File: src/rtl/intc_pkg.sv
package intc_pkg;
  localparam int DATA_W = 32;
  localparam int PRIO_W = 4;
  localparam int PRIO_PER_WORD = DATA_W / PRIO_W;
  localparam int ADDR_W = 6;

  typedef enum logic [3:0] {
    K_NONE, K_CTRL, K_MASK, K_ENB, K_FSEL, K_FORCE,
    K_NPEND, K_FPEND, K_IDX, K_PRIO
  } regKind_e;

  typedef struct packed {
    logic              wr;
    regKind_e          kind;
    logic [ADDR_W-1:0] sel;
  } regStrobe_t;
endpackage

File: src/rtl/intc_dp.sv
module intc_dp
  import intc_pkg::*;
#(
  parameter int NUM_SRC = 64
) (
  input  logic               clk,
  input  logic               rstN,
  input  regStrobe_t         strb,
  input  logic [DATA_W-1:0]  wrData,
  input  logic [NUM_SRC-1:0] srcIn,
  input  logic [PRIO_W-1:0]  maskLvl,
  output logic [DATA_W-1:0]  rdData,
  output logic               anyNorm,
  output logic               anyFast
);
  localparam int WORDS = NUM_SRC / DATA_W;
  localparam int PWORDS = NUM_SRC / PRIO_PER_WORD;
  localparam int WSEL = (WORDS > 1) ? $clog2(WORDS) : 1;
  localparam int PSEL = (PWORDS > 1) ? $clog2(PWORDS) : 1;
  localparam int IDXW = $clog2(NUM_SRC);

  logic [WORDS-1:0][DATA_W-1:0] enbW, fselW, forceW, normPendW, fastPendW;
  logic [PRIO_W-1:0] prioQ [NUM_SRC];
  logic [PWORDS-1:0][DATA_W-1:0] prioWord;
  logic [NUM_SRC-1:0] enbV, fselV, forceV, effReq, normPend, fastPend;
  logic found;
  logic [PRIO_W-1:0] bestP;
  logic [IDXW-1:0] bestIdx;
  logic [DATA_W-1:0] idxWord;

  always_ff @(posedge clk) begin
    if (!rstN) begin
      enbW <= '0;
      fselW <= '0;
      forceW <= '0;
      for (int i = 0; i < NUM_SRC; i++) prioQ[i] <= '0;
    end else if (strb.wr) begin
      for (int w = 0; w < WORDS; w++) begin
        if (strb.sel == ADDR_W'(w)) begin
          case (strb.kind)
            K_ENB:   enbW[w] <= wrData;
            K_FSEL:  fselW[w] <= wrData;
            K_FORCE: forceW[w] <= wrData;
            default: ;
          endcase
        end
      end
      for (int p = 0; p < PWORDS; p++) begin
        if (strb.kind == K_PRIO && strb.sel == ADDR_W'(p)) begin
          for (int j = 0; j < PRIO_PER_WORD; j++)
            prioQ[p*PRIO_PER_WORD+j] <= wrData[j*PRIO_W +: PRIO_W];
        end
      end
    end
  end

  assign enbV = enbW;
  assign fselV = fselW;
  assign forceV = forceW;
  assign effReq = (srcIn | forceV) & enbV;
  assign fastPend = effReq & fselV;

  always_comb begin
    for (int i = 0; i < NUM_SRC; i++)
      normPend[i] = effReq[i] & ~fselV[i] & (prioQ[i] > maskLvl);
  end

  assign normPendW = normPend;
  assign fastPendW = fastPend;
  assign anyNorm = |normPend;
  assign anyFast = |fastPend;

  // Later lines win ties because of the >= comparison in an ascending scan.
  always_comb begin
    found = 1'b0;
    bestP = '0;
    bestIdx = '0;
    for (int i = 0; i < NUM_SRC; i++) begin
      if (normPend[i] && (!found || prioQ[i] >= bestP)) begin
        found = 1'b1;
        bestP = prioQ[i];
        bestIdx = IDXW'(i);
      end
    end
  end

  assign idxWord = found ? DATA_W'(bestIdx) : '1;

  generate
    for (genvar p = 0; p < PWORDS; p++) begin : g_pword
      for (genvar j = 0; j < PRIO_PER_WORD; j++) begin : g_field
        assign prioWord[p][j*PRIO_W +: PRIO_W] = prioQ[p*PRIO_PER_WORD+j];
      end
    end
  endgenerate

  always_comb begin
    case (strb.kind)
      K_ENB:   rdData = enbW[strb.sel[WSEL-1:0]];
      K_FSEL:  rdData = fselW[strb.sel[WSEL-1:0]];
      K_FORCE: rdData = forceW[strb.sel[WSEL-1:0]];
      K_NPEND: rdData = normPendW[strb.sel[WSEL-1:0]];
      K_FPEND: rdData = fastPendW[strb.sel[WSEL-1:0]];
      K_IDX:   rdData = idxWord;
      K_PRIO:  rdData = prioWord[strb.sel[PSEL-1:0]];
      default: rdData = '0;
    endcase
  end


  idx_route_chk: assert property (@(posedge clk) disable iff (!rstN)
    found |-> (enbV[bestIdx] && !fselV[bestIdx]));

  idx_mask_chk: assert property (@(posedge clk) disable iff (!rstN)
    found |-> (prioQ[bestIdx] > maskLvl));
endmodule

File: src/rtl/intc_ctrl.sv
module intc_ctrl
  import intc_pkg::*;
#(
  parameter int NUM_SRC = 64
) (
  input  logic              clk,
  input  logic              rstN,
  input  logic              wrEn,
  input  logic [ADDR_W-1:0] addr,
  input  logic [DATA_W-1:0] wrData,
  input  logic [DATA_W-1:0] dpRdData,
  input  logic              anyNorm,
  input  logic              anyFast,
  output regStrobe_t        strb,
  output logic [PRIO_W-1:0] maskLvl,
  output logic [DATA_W-1:0] rdData,
  output logic              irqOut,
  output logic              fiqOut
);
  localparam int WORDS = NUM_SRC / DATA_W;
  localparam int PWORDS = NUM_SRC / PRIO_PER_WORD;
  localparam int ENB_B = 2;
  localparam int FSEL_B = ENB_B + WORDS;
  localparam int FORCE_B = FSEL_B + WORDS;
  localparam int NPEND_B = FORCE_B + WORDS;
  localparam int FPEND_B = NPEND_B + WORDS;
  localparam int IDX_A = FPEND_B + WORDS;
  localparam int PRIO_B = 16;

  logic irqOff, fiqOff;
  int a;

  always_comb begin
    a = int'(addr);
    strb.wr = wrEn;
    strb.kind = K_NONE;
    strb.sel = '0;
    if (a == 0) strb.kind = K_CTRL;
    else if (a == 1) strb.kind = K_MASK;
    else if (a >= ENB_B && a < FSEL_B) begin
      strb.kind = K_ENB; strb.sel = addr - ADDR_W'(ENB_B);
    end else if (a >= FSEL_B && a < FORCE_B) begin
      strb.kind = K_FSEL; strb.sel = addr - ADDR_W'(FSEL_B);
    end else if (a >= FORCE_B && a < NPEND_B) begin
      strb.kind = K_FORCE; strb.sel = addr - ADDR_W'(FORCE_B);
    end else if (a >= NPEND_B && a < FPEND_B) begin
      strb.kind = K_NPEND; strb.sel = addr - ADDR_W'(NPEND_B);
    end else if (a >= FPEND_B && a < IDX_A) begin
      strb.kind = K_FPEND; strb.sel = addr - ADDR_W'(FPEND_B);
    end else if (a == IDX_A) strb.kind = K_IDX;
    else if (a >= PRIO_B && a < PRIO_B + PWORDS) begin
      strb.kind = K_PRIO; strb.sel = addr - ADDR_W'(PRIO_B);
    end
  end

  always_ff @(posedge clk) begin
    if (!rstN) begin
      irqOff <= 1'b0;
      fiqOff <= 1'b0;
      maskLvl <= '0;
      irqOut <= 1'b0;
      fiqOut <= 1'b0;
    end else begin
      if (wrEn && strb.kind == K_CTRL) begin
        irqOff <= wrData[0];
        fiqOff <= wrData[1];
      end
      if (wrEn && strb.kind == K_MASK) maskLvl <= wrData[PRIO_W-1:0];
      irqOut <= anyNorm & ~irqOff;
      fiqOut <= anyFast & ~fiqOff;
    end
  end

  always_comb begin
    case (strb.kind)
      K_CTRL:  rdData = {{(DATA_W-2){1'b0}}, fiqOff, irqOff};
      K_MASK:  rdData = {{(DATA_W-PRIO_W){1'b0}}, maskLvl};
      default: rdData = dpRdData;
    endcase
  end


  irq_gate_chk: assert property (@(posedge clk) disable iff (!rstN)
    irqOut |-> $past(!irqOff));

  fiq_gate_chk: assert property (@(posedge clk) disable iff (!rstN)
    fiqOut |-> $past(!fiqOff));

  irq_rise_chk: assert property (@(posedge clk) disable iff (!rstN)
    $rose(irqOut) |-> $past(anyNorm));
endmodule

File: src/rtl/prio_intc.sv
module prio_intc
  import intc_pkg::*;
#(
  parameter int NUM_SRC = 64
) (
  input  logic               clk,
  input  logic               rstN,
  input  logic [NUM_SRC-1:0] srcIn,
  input  logic               wrEn,
  input  logic [ADDR_W-1:0]  addr,
  input  logic [DATA_W-1:0]  wrData,
  output logic [DATA_W-1:0]  rdData,
  output logic               irqOut,
  output logic               fiqOut
);
  regStrobe_t strb;
  logic [PRIO_W-1:0] maskLvl;
  logic [DATA_W-1:0] dpRdData;
  logic anyNorm, anyFast;

  intc_ctrl #(.NUM_SRC(NUM_SRC)) u_ctrl (
    .clk(clk), .rstN(rstN), .wrEn(wrEn), .addr(addr), .wrData(wrData),
    .dpRdData(dpRdData), .anyNorm(anyNorm), .anyFast(anyFast),
    .strb(strb), .maskLvl(maskLvl), .rdData(rdData),
    .irqOut(irqOut), .fiqOut(fiqOut)
  );

  intc_dp #(.NUM_SRC(NUM_SRC)) u_dp (
    .clk(clk), .rstN(rstN), .strb(strb), .wrData(wrData), .srcIn(srcIn),
    .maskLvl(maskLvl), .rdData(dpRdData), .anyNorm(anyNorm), .anyFast(anyFast)
  );
endmodule

File: config.mk
export PLATFORM = sky130hd
export DESIGN_NAME = prio_intc
export DESIGN_NICKNAME = d
export VERILOG_FILES = /design/src/rtl/intc_pkg.sv /design/src/rtl/intc_dp.sv /design/src/rtl/intc_ctrl.sv /design/src/rtl/prio_intc.sv
export SDC_FILE = /design/constraint.sdc
export NUM_CORES = 2
export LEC_CHECK = 0
export BUFFER_PORTS_ARGS = -buffer_cell sky130_fd_sc_hd__buf_2
export CORE_MARGIN = 2
export CORE_UTILIZATION = 40
export CTS_CLUSTER_SIZE = 10
export DETAILED_ROUTE_END_ITERATION = 8
export REMOVE_ABC_BUFFERS = 1
export SYNTH_ARGS = -nofsm -noshare
export SYNTH_HDL_FRONTEND = slang
export SYNTH_SLANG_ARGS = --single-unit
export TNS_END_PERCENT = 30
File: constraint.sdc
create_clock -name clk -period 284.2 [get_ports clk]
set_input_delay 85.26 -clock clk [delete_from_list [all_inputs] [get_ports clk]]
set_output_delay 85.26 -clock clk [all_outputs]
set_load 0.01 [all_outputs]
# Yosys cells after proc, flatten, opt, wreduce, memory -nomap -nowiden
# Memories as Yosys holds them, arrays and structs flattened.
# Cells that the tools add are included.
# totals
regBits,200
ram_bits,256
output_inout_bits,34
word_cells,969
mem_count,1
# op_classes
addsub,6
n_lt_le_gt_ge,141
n_eq_ne,18
n_mux,314
bitwise,263
n_reduce_logical,215
# mem_list
name,words,word_bits,read_ports,rd_ports_with_merged_regs,write_ports,line_no,text
u_dp.prioQ,64,4,64,0,64,intc_dp.sv:23,logic [PRIO_W-1:0] prioQ [NUM_SRC];
# op_table
op,count
4-bit two-way mux,138
32-bit two-way mux,12
4-bit > comparator,64
4-bit >= comparator,63
32-bit case mux with 7 select lines,1
6-bit two-way mux,35
1-bit AND,130
64-bit AND,2
64-bit OR reduction,2
1-bit two-way mux,98
32-bit binary-select mux with 3-bit select,1
5-bit two-way mux,16
1-bit logical AND,79
1-bit inverter,66
1-bit bitwise OR,64
64-bit bitwise OR,1
32-bit case mux with 2 select lines,1
1-bit zero test,63
1-bit logical OR,63
10-bit two-way mux,6
"6-bit by 3-bit == test with 1-bit output, second input constant",4
"6-bit by 2-bit == test with 1-bit output, second input constant",3
"6-bit by 4-bit < comparator with 1-bit output, second input constant",3
3-bit AND reduction,6
other kinds (21),36

# Logic depth before layout (Yosys ltp)
# logic_depth
ltp_word,260
mapped_depth,547
depth_no_buf,525

# Modules after synthesis
# Synthesis repeated with hierarchy kept, for this count alone.
# unflattened
hier_cells,4912
hier_area_um2,41584.9
# by_module_without_submodules
module,instances,cells_per_inst,area_each_um2,seq_area_each_um2
intc_dp,1,4694,39928.3,11531.1
intc_ctrl,1,218,1656.6,160.2

# Least setup slack after synthesis
# Ideal clock, no wire load.
# synth_path
path_kind,input port to output port
startpoint,input port srcIn[0]
endpoint,output port rdData[1]
t_arrival_ns,180.021
t_required_ns,198.940
slack_ns,18.919
cell_stages,504
cell_sequence,o2111ai_1 -> a21oi_1 -> nand2_1 -> ha_1 -> a21oi_1 -> o21a_1 -> a21oi_2 -> a22o_1 -> ha_1 -> o21ai_0 -> a21oi_1 -> a211o_1 -> nand2_1 -> mux2_2 -> ha_1 -> o21ai_0 -> a21oi_1 -> a311o_1 -> [468 not listed] -> mux2_4 -> ha_1 -> nand2b_1 -> a21o_1 -> a21o_1 -> a21oi_1 -> a21o_2 -> buf_4 -> mux2_4 -> ha_1 -> nand2b_1 -> a21o_1 -> a21o_1 -> a21oi_1 -> o21a_1 -> nand2_1 -> o21bai_1 -> a211o_1
# synth_via
elab_chain_len,260
# synth_lines
item,line_no,text
from (decl),prio_intc.sv:8,"input logic [NUM_SRC-1:0] srcIn,"
64-bit bitwise OR *,intc_dp.sv:60,assign effReq = (srcIn | forceV) & enbV;
64-bit AND *,intc_dp.sv:60,
1-bit AND * (2 in a row),intc_dp.sv:65,normPend[i] = effReq[i] & ~fselV[i] & (prioQ[i] > maskLvl);
4-bit two-way mux or 1-bit two-way mux (tied branches),intc_dp.sv:79,if (normPend[i] && (!found || prioQ[i] >= bestP)) begin
4-bit >= comparator or 1-bit zero test (tied branches),intc_dp.sv:79,
1-bit logical OR,intc_dp.sv:79,
1-bit logical AND,intc_dp.sv:79,
4-bit two-way mux or 1-bit two-way mux (tied branches),intc_dp.sv:79,
[243 not listed],-,
4-bit two-way mux or 1-bit two-way mux (tied branches),intc_dp.sv:79,
4-bit >= comparator or 1-bit zero test (tied branches),intc_dp.sv:79,
1-bit logical OR,intc_dp.sv:79,
1-bit logical AND,intc_dp.sv:79,
6-bit two-way mux or 1-bit two-way mux (tied branches),intc_dp.sv:79,
32-bit two-way mux *,intc_dp.sv:87,assign idxWord = found ? DATA_W'(bestIdx) : '1;
32-bit case mux with 7 select lines *,intc_dp.sv:98,case (strb.kind)
32-bit case mux with 2 select lines *,intc_ctrl.sv:75,case (strb.kind)
to (decl),prio_intc.sv:12,"output logic [DATA_W-1:0] rdData,"
# Mark *: on every way between the ends. The rest lies on a longest branch, timed or not.

# Worst setup path after layout
# Ends and elaborated chain as after synthesis.

==> run metrics <==
outcome finished clean; Hold WC Path Type reg2reg; Worst-Margin Slew 1.34 ns; Max Clk Rate 0.00361 GHz; grt ovf 0; GP Congestion 1.08; Buf/Inv on CP 20; synth cell count leaders nand2_1, ha_1, nor2_1, inv_1, a21oi_1; placed cell count 6,669; Clock transition at path regs 0.06 ns; Starting DRT DRC Count 7,295; I/O pin count roughly 140; critical path class in2out; busiest grt layer met2; Max Cap Viol 0; RR Startpoint u_ctrl.maskLvl[2]$_SDFFE_PN0P_; CP endpoint kind output port; P&R area growth vs syn 10.9%; Final Util 0.449; I/O Buffers around 140; maximum fanout along the worst path 16; #FFs+latches synth 456; EDFF count, synth 256; Vias/cell between 6 and 7; Worst R2R Path Depth 22; DRT Wirelength 240,000 µm; Slew headroom 0.103; CTS root buffer clkbuf_16; Critical Path Max Stage Delay 0.64 ns; die height 328 µm; P_leak 18.0 nW; CP top delay family compound AO/OA/AOI/OAI gates; count of unique library cells instantiated by Yosys between 100 and 150; fillers 10,537; crit path time final roughly 280 ns; Max Slew Vio Count 0; DRT antenna net count 0; clock latency on the worst-skew pair 0.70 ns; switch share 0.343; Worst EP arrival 191.84 ns; std cell rows 118; reg-to-reg slack, setup between 200 and 300 ns; Die Width 328 µm; Syn Std Cell Area 0.0421 mm²; Setup crit end rdData[1]; share of the synthesized area in the top cell type 0.183; Post-route DRC 0; worst path required time just under 200 ns; period utilization 0.975; pre-CTS setup slack 4.94 ns; worst setup margin 7.10 ns; met2 usage 0.591; Avg Inst Size Synth 7.97 µm²; htree depth 2; GRT met1 Usage 0.570; Startpoint Class primary input; Non-Filler Instances 6,790; CP Depth 498; Slowest-stage cell, CP or4_1; Yosys warning count 0; M3 GR Usage 0.151; TritonCTS Buffers 58; Most used DFF post-synth edfxtp_1; FF/Latch Area around 0.012 mm²; initial antenna violation count 27; Hold-fix buffers, CTS 0; Crit Reg-Reg Endpoint u_ctrl.irqOut$_SDFF_PN0_; number of global-route vias before repair 41,096; final hold violations 0; P per Cell Area between 4 and 5 mW/mm²; critical path startpoint srcIn[0]; Starting Density 0.405; Yosys top cell by area edfxtp_1; count leader, synth nand2_1; maximum vdd drop between 5 and 6 µV; Setup Total Neg Slack 0 ns; P_sw 0.0651 mW; Final HPWL DP between 150,000 and 200,000 µm; Logic pwr share 0.186; CTS sink count approximately 460; most frequent cell on the critical path ha_1; gate count of the mapped netlist 5,274; Clock Path Buffers 3; drt pass-1 iters 6; Flop pwr share 0.414; clock share of power 0.400; async set-reset flop share out of synthesis 0; Seq/Total Area, Yosys 0.278; Final setup viols 0; Multi-input gate area 0.0286 mm²; Core ar. 0.104 mm²; die area 0.108 mm²; Int Power 0.125 mW; synth top area cells edfxtp_1, ha_1, dfxtp_1; fraction of layout cells with a size suffix above 1 0.102; CTS tree done; vias 46,075; first-pass GRT wire length ~330,000 µm; final clock skew 0.0303 ns; WL per Instance between 30 and 40 µm; Nets roughly 5,900; largest net degree at the start of global routing 139; GRT Total Usage 0.432
tightest hold or removal path, stage by stage, from the launching register on:
cell,delay (ns)
dfxtp_1,0.32
nand2_1,0.05
a21boi_0,0.06
placed cells by master (no fill, tap or decap), drive strengths merged, types with 18 or more instances in the layout:
cell type / count
a211oi: 66
a21boi: 214
a21o: 86
a21oi: 274
a221o: 19
a221oi: 34
a22oi: 18
a311oi: 41
a31o: 21
a31oi: 97
and2: 56
and3: 47
buf: 242
clkbuf: 82
dfxtp: 200
edfxtp: 256
ha: 467
inv: 316
mux2: 29
mux2i: 43
nand2: 933
nand2b: 128
nand3: 96
nand4: 64
nor2: 409
nor2b: 96
nor3: 65
nor4: 22
o2111ai: 63
o211a: 18
o211ai: 186
o21a: 59
o21ai: 281
o221ai: 20
o22ai: 18
o311ai: 19
o31ai: 29
or2: 28
or3: 22
through the flow:
stage / instance area, µm² / power (mW) / hold slack (ns)
2_1_floorplan: 41100 / 0.0933 / 0.420
3_3_place_gp: 44500 / 0.112 / 0.464
3_5_place_dp: 44500 / 0.112 / 0.470
4_1_cts: 46300 / 0.187 / 0.479
5_1_grt: 46600 / 0.193 / 0.506
6_report: 46600 / 0.190 / 0.479
power groups by stage:
stage	logic (mW)	registers (mW)	clock network (mW)
after floorplan	0.0175	0.0757	0
after detailed placement	0.0330	0.0794	0
after CTS	0.0332	0.0781	0.0755
final	0.0353	0.0787	0.0761
after global placement	0.0329	0.0795	0
after global routing	0.0367	0.0784	0.0779
repair_timing:
item / 4_1_cts / 5_1_grt
endpoints found under the setup margin: 0 / 6
setup buffers: 0 / 9
resized for setup: 0 / 35
worst min-delay path by stage:
stage | depth (start not counted) | end | slack (ns) | start
2_1_floorplan | 1 | u_ctrl.irqOut$_SDFF_PN0_ | 0.42 | u_ctrl.irqOff$_SDFFE_PN0P_
3_3_place_gp | 2 | u_dp.fselV[7]$_SDFFE_PN0P_ | 0.46 | u_dp.fselV[7]$_SDFFE_PN0P_
3_5_place_dp | 2 | u_dp.fselV[4]$_SDFFE_PN0P_ | 0.47 | u_dp.fselV[4]$_SDFFE_PN0P_
4_1_cts | 2 | u_dp.fselV[4]$_SDFFE_PN0P_ | 0.48 | u_dp.fselV[4]$_SDFFE_PN0P_
5_1_grt | 2 | u_dp.enbV[23]$_SDFFE_PN0P_ | 0.51 | u_dp.enbV[23]$_SDFFE_PN0P_
6_report | 2 | u_dp.fselV[4]$_SDFFE_PN0P_ | 0.48 | u_dp.fselV[4]$_SDFFE_PN0P_
registers in the layout (all words and copies together) (netlist names):
register and flops:
u_dp.fselV 64, u_ctrl.fiqOff 1, u_ctrl.irqOff 1, u_dp.prioQ 256, u_dp.enbV 64, u_ctrl.fiqOut 1
u_ctrl.irqOut 1, u_ctrl.maskLvl 4, u_dp.forceV 64
cell type report:
type	instances	area share
antenna	12	0.000644
clock buffer	82	0.0342
clock inverter	18	0.00526
inverter	319	0.0258
multi-input combinational	4281	0.614
sequential	456	0.251
tap	1380	0.0370
timing repair buffer	242	0.0320
kinds of logic after synthesis:
| logic type | share of synthesized area |
|---|---|
| muxes | 0.0188 |
| xor gates and xnor gates | 0.00187 |
| adders and majority gates | 0.141 |
| AOI/OAI and AO/OA | 0.291 |
| DFF | 0.278 |
| and+or+nand+nor | 0.219 |
| buffers and inverters | 0.0504 |
layer usage:
layer / wire length (µm) / share of wire
met1: 93500 / 0.39
met2: 92600 / 0.39
met5: 154 / 0.00064
met4: 19400 / 0.081
met3: 34600 / 0.14
No activity file was read; power rests on OpenSTA's default activity.
